[src/rtl/dprs_pkg.sv]
package dprs_pkg;

    localparam int RATIO_W = 5;   // holds ratios up to 16
    localparam int CNT_W   = 4;   // phase counter 0..15

    typedef struct packed {
        logic       pin_en;
        logic       aux_sel;
        logic       step_en;
        logic [1:0] per_code;
        logic [2:0] psc_code;
    } ctrl_t;

    function automatic logic [RATIO_W-1:0] per_ratio_of(input logic [1:0] code);
        return RATIO_W'(1) << code;
    endfunction

    function automatic logic [RATIO_W-1:0] psc_ratio_of(input logic [2:0] code);
        logic [RATIO_W-1:0] r;
        unique case (code)
            3'd0:    r = RATIO_W'(1);
            3'd1:    r = RATIO_W'(2);
            3'd2:    r = RATIO_W'(4);
            3'd3:    r = RATIO_W'(6);
            3'd4:    r = RATIO_W'(8);
            3'd5:    r = RATIO_W'(10);
            3'd6:    r = RATIO_W'(12);
            default: r = RATIO_W'(16);
        endcase
        return r;
    endfunction

endpackage

[src/rtl/dprs_ctrl_reg.sv]
module dprs_ctrl_reg
    import dprs_pkg::*;
#(
    parameter int          ADDR_W   = 8,
    parameter logic [7:0]  REG_ADDR = 8'hF3
) (
    input  logic              clk,
    input  logic              rst_n,
    input  logic              bus_wr,
    input  logic [ADDR_W-1:0] bus_addr,
    input  logic [7:0]        bus_wdata,
    output ctrl_t             ctrl_q,
    output logic              per_clr,
    output logic              psc_clr
);

    logic  wr_hit;
    ctrl_t ctrl_new;

    assign wr_hit   = bus_wr && (bus_addr == ADDR_W'(REG_ADDR));
    assign ctrl_new = ctrl_t'(bus_wdata);

    // restart a divider only when its own ratio field changes
    assign per_clr = wr_hit && (ctrl_new.per_code != ctrl_q.per_code);
    assign psc_clr = wr_hit && (ctrl_new.psc_code != ctrl_q.psc_code);

    always_ff @(posedge clk or negedge rst_n) begin
        if (!rst_n) begin
            ctrl_q <= '0;
        end else if (wr_hit) begin
            ctrl_q <= ctrl_new;
        end
    end

endmodule

[src/rtl/dprs_divider.sv]
module dprs_divider #(
    parameter int CNT_W   = 4,
    parameter int RATIO_W = 5
) (
    input  logic               clk,
    input  logic               rst_n,
    input  logic               clr,
    input  logic [RATIO_W-1:0] ratio,
    output logic               tick,
    output logic [CNT_W-1:0]   count
);

    logic [CNT_W-1:0] last;

    assign last = CNT_W'(ratio - RATIO_W'(1));
    assign tick = (count == last);

    always_ff @(posedge clk or negedge rst_n) begin
        if (!rst_n) begin
            count <= '0;
        end else if (clr || tick) begin
            count <= '0;
        end else begin
            count <= count + CNT_W'(1);
        end
    end

endmodule

[src/rtl/dual_rate_prescaler.sv]
module dual_rate_prescaler
    import dprs_pkg::*;
#(
    parameter int         ADDR_W   = 8,
    parameter logic [7:0] REG_ADDR = 8'hF3
) (
    input  logic              clk,
    input  logic              rst_n,
    input  logic              bus_wr,
    input  logic [ADDR_W-1:0] bus_addr,
    input  logic [7:0]        bus_wdata,
    output logic [7:0]        bus_rdata,
    output logic              per_tick,
    output logic              psc_tick,
    output logic              aux_tick,
    output logic              clk_out,
    output logic              sync_req
);

    localparam int N_DIV   = 2;
    localparam int IDX_PER = 0;
    localparam int IDX_PSC = 1;

    ctrl_t              ctrl_q;
    logic               per_clr;
    logic               psc_clr;
    logic [RATIO_W-1:0] per_ratio;
    logic [RATIO_W-1:0] psc_ratio;
    logic [RATIO_W-1:0] div_ratio [N_DIV];
    logic               div_clr   [N_DIV];
    logic               div_tick  [N_DIV];
    logic [CNT_W-1:0]   div_count [N_DIV];
    logic [RATIO_W-1:0] sel_ratio;
    logic [CNT_W-1:0]   sel_count;
    logic [RATIO_W-1:0] high_len;

    dprs_ctrl_reg #(
        .ADDR_W   (ADDR_W),
        .REG_ADDR (REG_ADDR)
    ) u_ctrl (
        .clk       (clk),
        .rst_n     (rst_n),
        .bus_wr    (bus_wr),
        .bus_addr  (bus_addr),
        .bus_wdata (bus_wdata),
        .ctrl_q    (ctrl_q),
        .per_clr   (per_clr),
        .psc_clr   (psc_clr)
    );

    assign per_ratio = per_ratio_of(ctrl_q.per_code);
    assign psc_ratio = psc_ratio_of(ctrl_q.psc_code);

    assign div_ratio[IDX_PER] = per_ratio;
    assign div_ratio[IDX_PSC] = psc_ratio;
    assign div_clr[IDX_PER]   = per_clr;
    assign div_clr[IDX_PSC]   = psc_clr;

    for (genvar g = 0; g < N_DIV; g++) begin : g_div
        dprs_divider #(
            .CNT_W   (CNT_W),
            .RATIO_W (RATIO_W)
        ) u_div (
            .clk   (clk),
            .rst_n (rst_n),
            .clr   (div_clr[g]),
            .ratio (div_ratio[g]),
            .tick  (div_tick[g]),
            .count (div_count[g])
        );
    end

    assign per_tick = div_tick[IDX_PER];
    assign psc_tick = div_tick[IDX_PSC];

    // auxiliary source selection
    always_comb begin
        if (ctrl_q.aux_sel) begin
            aux_tick  = div_tick[IDX_PER];
            sel_ratio = div_ratio[IDX_PER];
            sel_count = div_count[IDX_PER];
        end else begin
            aux_tick  = div_tick[IDX_PSC];
            sel_ratio = div_ratio[IDX_PSC];
            sel_count = div_count[IDX_PSC];
        end
    end

    // pin high for the first ceil(r/2) phases of each period
    assign high_len = (sel_ratio + RATIO_W'(1)) >> 1;
    assign clk_out  = ctrl_q.pin_en && (RATIO_W'(sel_count) < high_len);
    assign sync_req = ctrl_q.step_en && aux_tick;

    assign bus_rdata = (bus_addr == ADDR_W'(REG_ADDR)) ? 8'(ctrl_q) : 8'h00;

endmodule

[config.mk]
export PLATFORM = sky130hd
export DESIGN_NAME = dual_rate_prescaler
export DESIGN_NICKNAME = d
export VERILOG_FILES = /design/src/rtl/dprs_pkg.sv /design/src/rtl/dprs_ctrl_reg.sv /design/src/rtl/dprs_divider.sv /design/src/rtl/dual_rate_prescaler.sv
export SDC_FILE = /design/constraint.sdc
export NUM_CORES = 1
export LEC_CHECK = 0
export BUFFER_PORTS_ARGS = -buffer_cell sky130_fd_sc_hd__buf_4
export CAP_MARGIN = 10
export CORE_UTILIZATION = 52
export CTS_CLUSTER_SIZE = 8
export DETAILED_ROUTE_END_ITERATION = 12
export GPL_ROUTABILITY_DRIVEN = 0
export GPL_TIMING_DRIVEN = 0
export HOLD_SLACK_MARGIN = 0.12
export PLACE_DENSITY_LB_ADDON = 0.05
export SETUP_SLACK_MARGIN = 0.2
export SLEW_MARGIN = 20
export SYNTH_ARGS = -nofsm -noshare
export SYNTH_HDL_FRONTEND = slang
export SYNTH_SLANG_ARGS = --single-unit
[constraint.sdc]
create_clock -name clk -period 5.79 [get_ports clk]
set_input_delay 0.2895 -clock clk [delete_from_list [all_inputs] [get_ports clk]]
set_output_delay 0.2895 -clock clk [all_outputs]
set_load 0.02 [all_outputs]
Word level (Yosys, flattened, before mapping)
Index checks and enable logic that the tools add are counted.
{"block": "classes", "add_sub_neg": 5, "n_mux": 7, "n_reduce_logical": 8, "n_shift": 1, "order_cmp": 1, "eq_ne": 11}
{"operator": "$pmux 5 s7", "n": 1}
{"operator": "$mux 4", "n": 3}
{"operator": "$eq 3x3->1 const B", "n": 3}
{"operator": "$add 4x1->4 const B", "n": 2}
{"operator": "$eq 4x4->1", "n": 2}
{"operator": "$eq 8x8->1 const B", "n": 1}
{"operator": "$mux 8", "n": 1}
{"operator": "$sub 4x1->4 const B", "n": 2}
{"operator": "$eq 3x2->1 const B", "n": 2}
{"operator": "$add 5x1->5 const B", "n": 1}
{"operator": "$logic_and 1x1->1", "n": 5}
{"operator": "$mux 5", "n": 1}
{"operator": "$shl 1x2->5 const A", "n": 1}
{"operator": "$lt 4x4->1", "n": 1}
{"operator": "$eq 3x1->1 const B", "n": 1}
{"operator": "$logic_not 3->1", "n": 1}
{"operator": "$ne 3x3->1", "n": 1}
{"operator": "$logic_or 1x1->1", "n": 2}
{"operator": "$ne 2x2->1", "n": 1}
{"operator": "$mux 1", "n": 1}
{"block": "word_totals", "output_inout_bits": 13, "regBits": 16, "in_bits": 19, "word_cells": 40}

Longest topological paths before layout
Gate-level depths: netlist of the first run.
{"block": "depth", "word_depth": 6, "depth_mapped": 10, "depth_no_buf": 9}

Cells and area by module
A second synthesis of the first run with hierarchy kept.
{"block": "unflattened", "hier_cells": 119, "area_unflattened_um2": 1323.8}
{"module": "dprs_divider", "instances": 2, "cells_per_inst": 24, "area_per_inst_um2": 275.3, "seq_area_each_um2": 100.1}
{"module": "dprs_ctrl_reg", "instances": 1, "cells_per_inst": 26, "area_per_inst_um2": 390.4, "seq_area_each_um2": 200.2}
{"module": "dual_rate_prescaler", "instances": 1, "cells_per_inst": 45, "area_per_inst_um2": 382.9, "seq_area_each_um2": 0.0}

Least setup slack after synthesis of the first run
OpenSTA, ideal clock, no wires.
{"block": "synth_path", "path_type": "reg-to-output", "start": "reg u_ctrl.ctrl_q[2] (netlist name)", "end": "out sync_req", "path_buffers": 1, "stages_incl_launch_ff": 8, "arrival_time_ns": 2.215, "setup_slack_ns": 3.286, "path_cell_list": "dfrtp_1 > buf_6 > or3_4 > ha_1 > xnor2_1 > mux2_2 > o221ai_4 > a41o_1"}
{"block": "synth_via", "elab_chain_cells": 6, "word_cells_on_any_way": 12}
{"element": "$eq 3x3->1, or another cell as far along", "line_no": "dprs_pkg.sv:20", "rtl": "unique case (code)"}
{"element": "$pmux 5 s7 *", "line_no": "dprs_pkg.sv:20"}
{"element": "$sub 4x1->4 *", "line_no": "dprs_divider.sv:15", "rtl": "assign last = CNT_W'(ratio - RATIO_W'(1));"}
{"element": "$eq 4x4->1 *", "line_no": "dprs_divider.sv:16", "rtl": "assign tick = (count == last);"}
{"element": "$mux 1 *", "line_no": "dual_rate_prescaler.sv:78", "rtl": "if (ctrl_q.aux_sel) begin"}
{"element": "$logic_and 1x1->1 *", "line_no": "dual_rate_prescaler.sv:92", "rtl": "assign sync_req = ctrl_q.step_en && aux_tick;"}
{"element": "to (decl)", "line_no": "dual_rate_prescaler.sv:17", "rtl": "output logic sync_req"}
Every way passes the cells marked *; elsewhere a longest branch is shown, timed or not.

Worst setup path after layout of the first run
{"block": "layout_path", "start": "reg u_ctrl.ctrl_q[2] (netlist name)", "end": "out sync_req"}
{"block": "layout_via", "elab_chain_cells": 6, "word_cells_on_any_way": 12}
{"element": "$eq 3x3->1, or another cell as far along", "line_no": "dprs_pkg.sv:20"}
{"element": "$pmux 5 s7 *", "line_no": "dprs_pkg.sv:20"}
{"element": "$sub 4x1->4 *", "line_no": "dprs_divider.sv:15"}
{"element": "$eq 4x4->1 *", "line_no": "dprs_divider.sv:16"}
{"element": "$mux 1 *", "line_no": "dual_rate_prescaler.sv:78"}
{"element": "$logic_and 1x1->1 *", "line_no": "dual_rate_prescaler.sv:92"}
Marks and branches as above.

==> summary.md, run 1 <==
| Metric | Value |
|---|---|
| Result of the run | `complete, no violations` |
| DRC | `0` |
| Worst-Skew Late Latency | `~0.29 ns` |
| Max_slew headroom | `between 70% and 80%` |
| Cell Rows | `17` |
| WP data arrival | `2.69 ns` |
| Initial antenna violation count | `0` |
| Antenna-violating nets left | `0` |
| Pin count of the biggest net entering global routing | `17` |
| CTS Sinks | `16` |
| DP Area | `around 0.0016 mm2` |
| Worst-case clock buffer depth | `2` |
| Violation count after the first detailed-route iteration | `11` |
| Root Driver | `clkbuf_4` |
| DRT Pass-1 Iters | `4` |
| Final WL | `~2.7 mm` |
| Design area | `about 0.0016 mm2` |
| Cells after synthesis | `129` |
| RSZ-0062 raised after global routing | `false` |
| Worst Tran Pin Value | `between 0.4 and 0.5 ns` |
| Critical Path Sink Type | `primary output` |
| Flop-to-flop setup slack | `around 3.5 ns` |
| Share of layout cells above drive strength 1 | `36.4%` |
| Register bit count reported by yosys | `16` |
| Seq/Total Area, Yosys | `between 30% and 40%` |
| CTS tree | `built` |
| Clock transition at the registers of the reported paths | `0.09 ns` |
| Leakage | `0.000772 uW` |
| Post_cts resized | `0` |
| Die extent in y | `about 52 um` |
| Detail Placement HPWL | `around 2.1 mm` |
| Final TNS setup | `0 ns` |
| Setup Skew | `0.00394 ns` |
| Max Cap Violations | `0` |
| P per Cell Area | `between 200 and 300 mW/mm2` |
| Total Nets Final | `about 190` |
| Max-slew violation count | `0` |
| Post-synth cell types | `40` |
| Critical Path RT | `approximately 5.5 ns` |
| CTS H-tree depth | `1` |
| Crit Path Category | `register to primary output` |
| FMAX | `between 0.3 and 0.4 GHz` |
| Ys flop type | `dfrtp_1` |
| Synth Cell Area | `about 0.0013 mm2` |
| Mean routed wirelength per cell | `~14 um` |
| Tmin final | `between 2 and 3 ns` |
| ANT cells | `0` |
| I/O pins | `32` |
| VDD IR max | `~0.28 mV` |
| Final Hold Viols | `0` |
| Crit Path Max Fanout | `10` |
| Syn Area/Cell | `approximately 10 um2` |
| Post-synth ARST share | `100%` |
| Die area | `approximately 0.0027 mm2` |
| Layout area overhead | `24.5%` |
| Gr usage total | `22.3%` |
| Die width | `approximately 52 um` |
| Final Cycle Share | `roughly half` |
| Hold/Removal Path Class | `primary input to register` |
| Congestion Overflow GR | `0` |
| I/O Buffers | `31` |
| Number of flops mapped to enable cells by yosys | `0` |
| Total CTS buffers | `3` |
| Initial Util | `between 50% and 60%` |
| Vias in the first global route | `roughly 990` |
| Vias per cell | `5.62` |
| Layout fillers | `between 150 and 200` |
| Synthesis warning total | `0` |
| Setup-failing EPs final | `0` |
| First-pass GRT wire length | `approximately 4.4 mm` |
| Crit path launch type | `register` |
| CORE AREA | `0.00228 mm2` |
| Synthesized Nets | `roughly 160` |
| Vias | `between 1000 and 1500` |
## cell usage in the layout (no fill, tap or decap), drive strengths merged, types with 2 or more instances in the layout
cell	instances
buf	37
dfrtp	16
mux2	12
nand2	11
and3	9
o21ai	8
xor2	8
nor2	7
ha	7
clkbuf	7
xnor2	6
a211oi	6
nand3	3
and4	2
nor3	2
a21oi	2
nor3b	2
nand3b	2
## area by class of cell
type / instances / area (um2) / area share [%]
Clock buffer: 4 / 36.3 / 2.27
Inverter: 1 / 3.75 / 0.235
Tap cell: 28 / 35.0 / 2.19
Buffer: 9 / 66.3 / 4.15
Multi-Input combinational cell: 103 / 813 / 50.9
Sequential cell: 16 / 400 / 25.1
Timing Repair Buffer: 32 / 243 / 15.2
## routing by layer
layer	part of all wire [%]	GRT usage, %
met1	45	28.3
met2	50	38.7
met5	0	0
met4	1.2	6.76
met3	3.6	3.51
## cells by family (layout without fill, tap and decap cells)
kind of cell / Yosys count / after routing / synth area share [%]
buffers and inverters: 10 / 46 / 5.46
DFF: 16 / 16 / 31.2
AOI/OAI and AO/OA: 24 / 24 / 14.9
xor gates and xnor gates: 14 / 14 / 10.1
muxes: 13 / 13 / 11.3
adders and majority gates: 7 / 7 / 6.82
and+or+nand+nor: 45 / 45 / 20.2
## registers in the layout, summed over array words and instances (netlist names)
register / cells
u_ctrl.ctrl_q: 8
g_div.u_div.count: 8
## where the power goes
part | leakage [uW] | internal [uW] | switching [uW] | total, uW
Clock | 0.0000210 | 38.3 | 37.4 | 75.7
Sequential | 0.000212 | 137 | 38.3 | 175
Combinational | 0.000539 | 110 | 112 | 221
Total | 0.000772 | 285 | 187 | 473
## worst max-delay path: stages (launching register included)
cell and delay [ns]:
dfrtp_1 0.38, buf_6 0.14, or3_4 0.37, ha_1 0.23, xnor2_1 0.27, mux2_2 0.40
o221ai_4 0.26, a41o_1 0.22, buf_4 0.13
## path summary, 6_finish.rpt
check / start / endpoint / depth (start not counted)
max in group asynchronous: rst_n / u_ctrl.ctrl_q[4] / 2
worst min register to register: u_ctrl.ctrl_q[7] / u_ctrl.ctrl_q[7] / 1
worst max register to register: u_ctrl.ctrl_q[2] / g_div[1].u_div.count[3] / 7
worst max-delay path: u_ctrl.ctrl_q[2] / sync_req / 8
worst min-delay path: bus_wdata[7] / u_ctrl.ctrl_q[7] / 2
min in group asynchronous: rst_n / u_ctrl.ctrl_q[0] / 2
## cells in the mapped netlist, types with 3 or more instances
master / number / area (um2)
dfrtp_1: 16 / 400
xnor2_1: 6 / 52.6
and3_1: 8 / 50.1
nand2_1: 11 / 41.3
ha_1: 7 / 87.6
mux2_2: 12 / 135
nor2_1: 7 / 26.3
a211oi_1: 5 / 37.5
buf_6: 4 / 45.0
xor2_1: 7 / 61.3
o21ai_0: 8 / 40.0
clkbuf_1: 3 / 11.3
## through the flow
| step | setup WS, ns | util, % | total power [uW] | hold slack [ns] | cells |
|---|---|---|---|---|---|
| 6_report | 2.81 | 70.2 | 473 | 0.225 | 193 |
| 5_1_grt | 2.67 | 70.2 | 510 | 0.227 | 193 |
| 4_1_cts | 2.79 | 70.2 | 476 | 0.221 | 193 |
| 3_5_place_dp | 3.13 | 68.2 | 400 | 0.163 | 188 |
| 3_3_place_gp | 3.16 | 68.2 | 389 | 0.160 | 188 |
| 2_1_floorplan | 3.29 | - | 332 | -0.00609 | 129 |
## timing repair
action	CTS	global route
hold endpoints to repair	16	0
setup buffers	0	0
hold buffers	1	0
Note: power is estimated with default switching activity, not from simulation.
==> run 2, diff against run 1 <==
==> constraint.sdc (replaced) <==
create_clock -name clk -period 3.1 [get_ports clk]
set_input_delay 0.155 -clock clk [delete_from_list [all_inputs] [get_ports clk]]
set_output_delay 0.155 -clock clk [all_outputs]
set_load 0.02 [all_outputs]
==> run 2 against run 1 <==
Global-route usage grew 1.2 points. Sequential share of layout area shrank 1.5 points. Count of clock-buffer cells in the layout is the same. First-iteration DRC count grew 55%. Wire length grew 6.0%. Register-to-register slack lost 2.8 ns. Hold slack gained 0.029 ns. Total power grew 91%. Critical endpoint unchanged. Largest cell class unchanged.
==> summary.md, run 2 (synthesized netlist as in run 1, its figures left out) <==
| Metric | Value |
|---|---|
| Result of the run | `complete, no violations` |
| Flop-to-flop setup slack | `0.75 ns (-2.75 ns)` |
| Cell Rows | `17 (unchanged)` |
| Max_slew headroom | `70.9% (-1.8 points)` |
| Final Cycle Share | `90.2%` |
| Commonest non-fill, non-tap cell in the layout | `buf_4` |
| I/O Buffers | `31 (unchanged)` |
| P per Cell Area | `531 mW/mm2 (+80%)` |
| CTS H-tree depth | `1 (unchanged)` |
| WP data arrival | `2.64 ns (-0.05 ns)` |
| CTS Sinks | `16 (unchanged)` |
| RSZ-0062 raised after global routing | `false` |
| Antenna-violating nets left | `0 (unchanged)` |
| Tmin final | `about 2.8 ns` |
| Final WL | `2.85 mm (+6.0%)` |
| Clock transition at the registers of the reported paths | `0.10 ns (about the same)` |
| Setup Skew | `0.00229 ns (-0.00165 ns)` |
| Gr usage total | `23.6% (+1.2 points)` |
| Critical path startpoint | `u_ctrl.ctrl_q[2]` |
| DRT Pass-1 Iters | `4 (unchanged)` |
| Final Hold Viols | `0 (unchanged)` |
| Crit path launch type | `register` |
| Layout fillers | `170 (-9.6%)` |
| Worst r2r src | `u_ctrl.ctrl_q[2]` |
| Congestion Overflow GR | `0 (unchanged)` |
| Die width | `51.7 um (unchanged)` |
| Pre-CTS WS | `0.575 ns (-2.56 ns)` |
| Max Cap Violations | `0 (unchanged)` |
| Final TNS setup | `0 ns (unchanged)` |
| RR Endpoint | `g_div[1].u_div.count[0]` |
| Largest regs | `g_div.u_div.count (8), u_ctrl.ctrl_q (8)` |
| Root Driver | `clkbuf_4` |
| Commonest non-fill, non-tap cells in the layout | `33 x buf_4, 16 x dfrtp_1, 12 x mux2_2, 11 x nand2_1, 9 x dlygate4sd3_1` |
| ANT cells | `0 (unchanged)` |
| Share of layout cells above drive strength 1 | `36.0% (-0.36 points)` |
| Violation count after the first detailed-route iteration | `17 (+6)` |
| FMAX | `roughly 0.36 GHz` |
| Worst-Skew Late Latency | `0.29 ns (about the same)` |
| Critical Path RT | `2.94 ns (-2.56 ns)` |
| Setup-failing EPs final | `0 (unchanged)` |
| Detail Placement HPWL | `2.06 mm (unchanged)` |
| Worst r2r path cells | `8 (+1)` |
| Mean routed wirelength per cell | `14.0 um (+0.77%)` |
| CP endpoint | `sync_req` |
| DP Area | `0.00155 mm2 (unchanged)` |
| Initial antenna violation count | `0 (unchanged)` |
| Total Nets Final | `202 (+5.2%)` |
| I/O pins | `32 (unchanged)` |
| Crit Path Category | `register to primary output` |
| Crit Path Max Fanout | `10 (unchanged)` |
| Max-slew violation count | `0 (unchanged)` |
| First-pass GRT wire length | `4.61 mm (+5.0%)` |
| Pin count of the biggest net entering global routing | `17 (unchanged)` |
| Die area | `0.00267 mm2 (unchanged)` |
| Layout area overhead | `32.5%` |
| Leakage | `0.000816 uW (+5.7%)` |
| Vias per cell | `5.57 (-0.98%)` |
| Worst-case clock buffer depth | `2 (unchanged)` |
| DRC | `0 (unchanged)` |
| Critical Path Sink Type | `primary output` |
| Total CTS buffers | `3 (unchanged)` |
| Die extent in y | `51.7 um (unchanged)` |
| Initial Util | `56.4% (unchanged)` |
| Vias | `1130 (+4.1%)` |
| Hold/Removal Path Class | `primary input to async pin` |
| CORE AREA | `0.00228 mm2 (unchanged)` |
| CTS tree | `built` |
| Setup ws final | `0.302 ns (-2.51 ns)` |
| VDD IR max | `0.528 mV (+87%)` |
| Vias in the first global route | `1043 (+5.1%)` |
| Design area | `0.00170 mm2 (+6.4%)` |
| Worst Tran Pin Value | `0.437 ns (+0.0275 ns)` |
run 2: per-stage QoR:
stage | utilization [%] | power [uW] | hold WS, ns | instances
2_1_floorplan | - | 620 | -0.141 | 129
3_3_place_gp | 68.2 | 727 | 0.0250 | 188
3_5_place_dp | 68.2 | 747 | 0.0283 | 188
4_1_cts | 73.7 | 897 | 0.250 | 201
5_1_grt | 74.7 | 973 | 0.281 | 203
6_report | 74.7 | 904 | 0.254 | 203
run 2: where the power goes:
group	leakage [uW]	internal, uW	switching [uW]	total (uW)
combinational	0.000583	220	213	433
sequential	0.000212	256	74.3	330
clock	0.0000210	71.5	68.3	140
total	0.000816	548	355	904
run 2: layout make-up:
class | count | area, um2 | area share [%]
Inverter | 1 | 3.75 | 0.221
Timing Repair Buffer | 42 | 338 | 19.9
Sequential cell | 16 | 400 | 23.5
Clock buffer | 4 | 36.3 | 2.13
Tap cell | 28 | 35.0 | 2.06
Buffer | 9 | 66.3 | 3.90
Multi-Input combinational cell | 103 | 821 | 48.3
run 2: layer usage:
layer	up-vias	GRT usage [%]	wire length, um
li1	561	-	-
met1	543	28.6	1270
met2	22	42.4	1440
met3	4	3.80	111
met4	0	6.76	25
met5	-	0	0
run 2: worst min path at each step:
| stage | endpoint | cells after the start | start | slack (ns) |
|---|---|---|---|---|
| floorplan | g_div[0].u_div.count[0] | 0 | rst_n | -0.14 |
| global placement | g_div[1].u_div.count[2] | 1 | rst_n | 0.03 |
| detailed placement | g_div[1].u_div.count[3] | 1 | rst_n | 0.03 |
| CTS | g_div[1].u_div.count[3] | 2 | rst_n | 0.25 |
| global route | u_ctrl.ctrl_q[0] | 2 | rst_n | 0.28 |
| finish | g_div[1].u_div.count[2] | 2 | rst_n | 0.25 |
run 2: what timing repair did:
action,in CTS,in global routing
endpoints found under the setup margin,0,3
hold endpoints to repair,24,0
resized for setup,0,1
setup buffers,0,2
hold buffers,9,0
run 2: worst max-delay path: stages, from the launching register on:
cell	delay (ns)
dfrtp_1	0.40
buf_6	0.15
or3_4	0.37
ha_1	0.24
xnor2_2	0.20
mux2_2	0.39
o221ai_4	0.26
a41o_1	0.21
buf_4	0.13
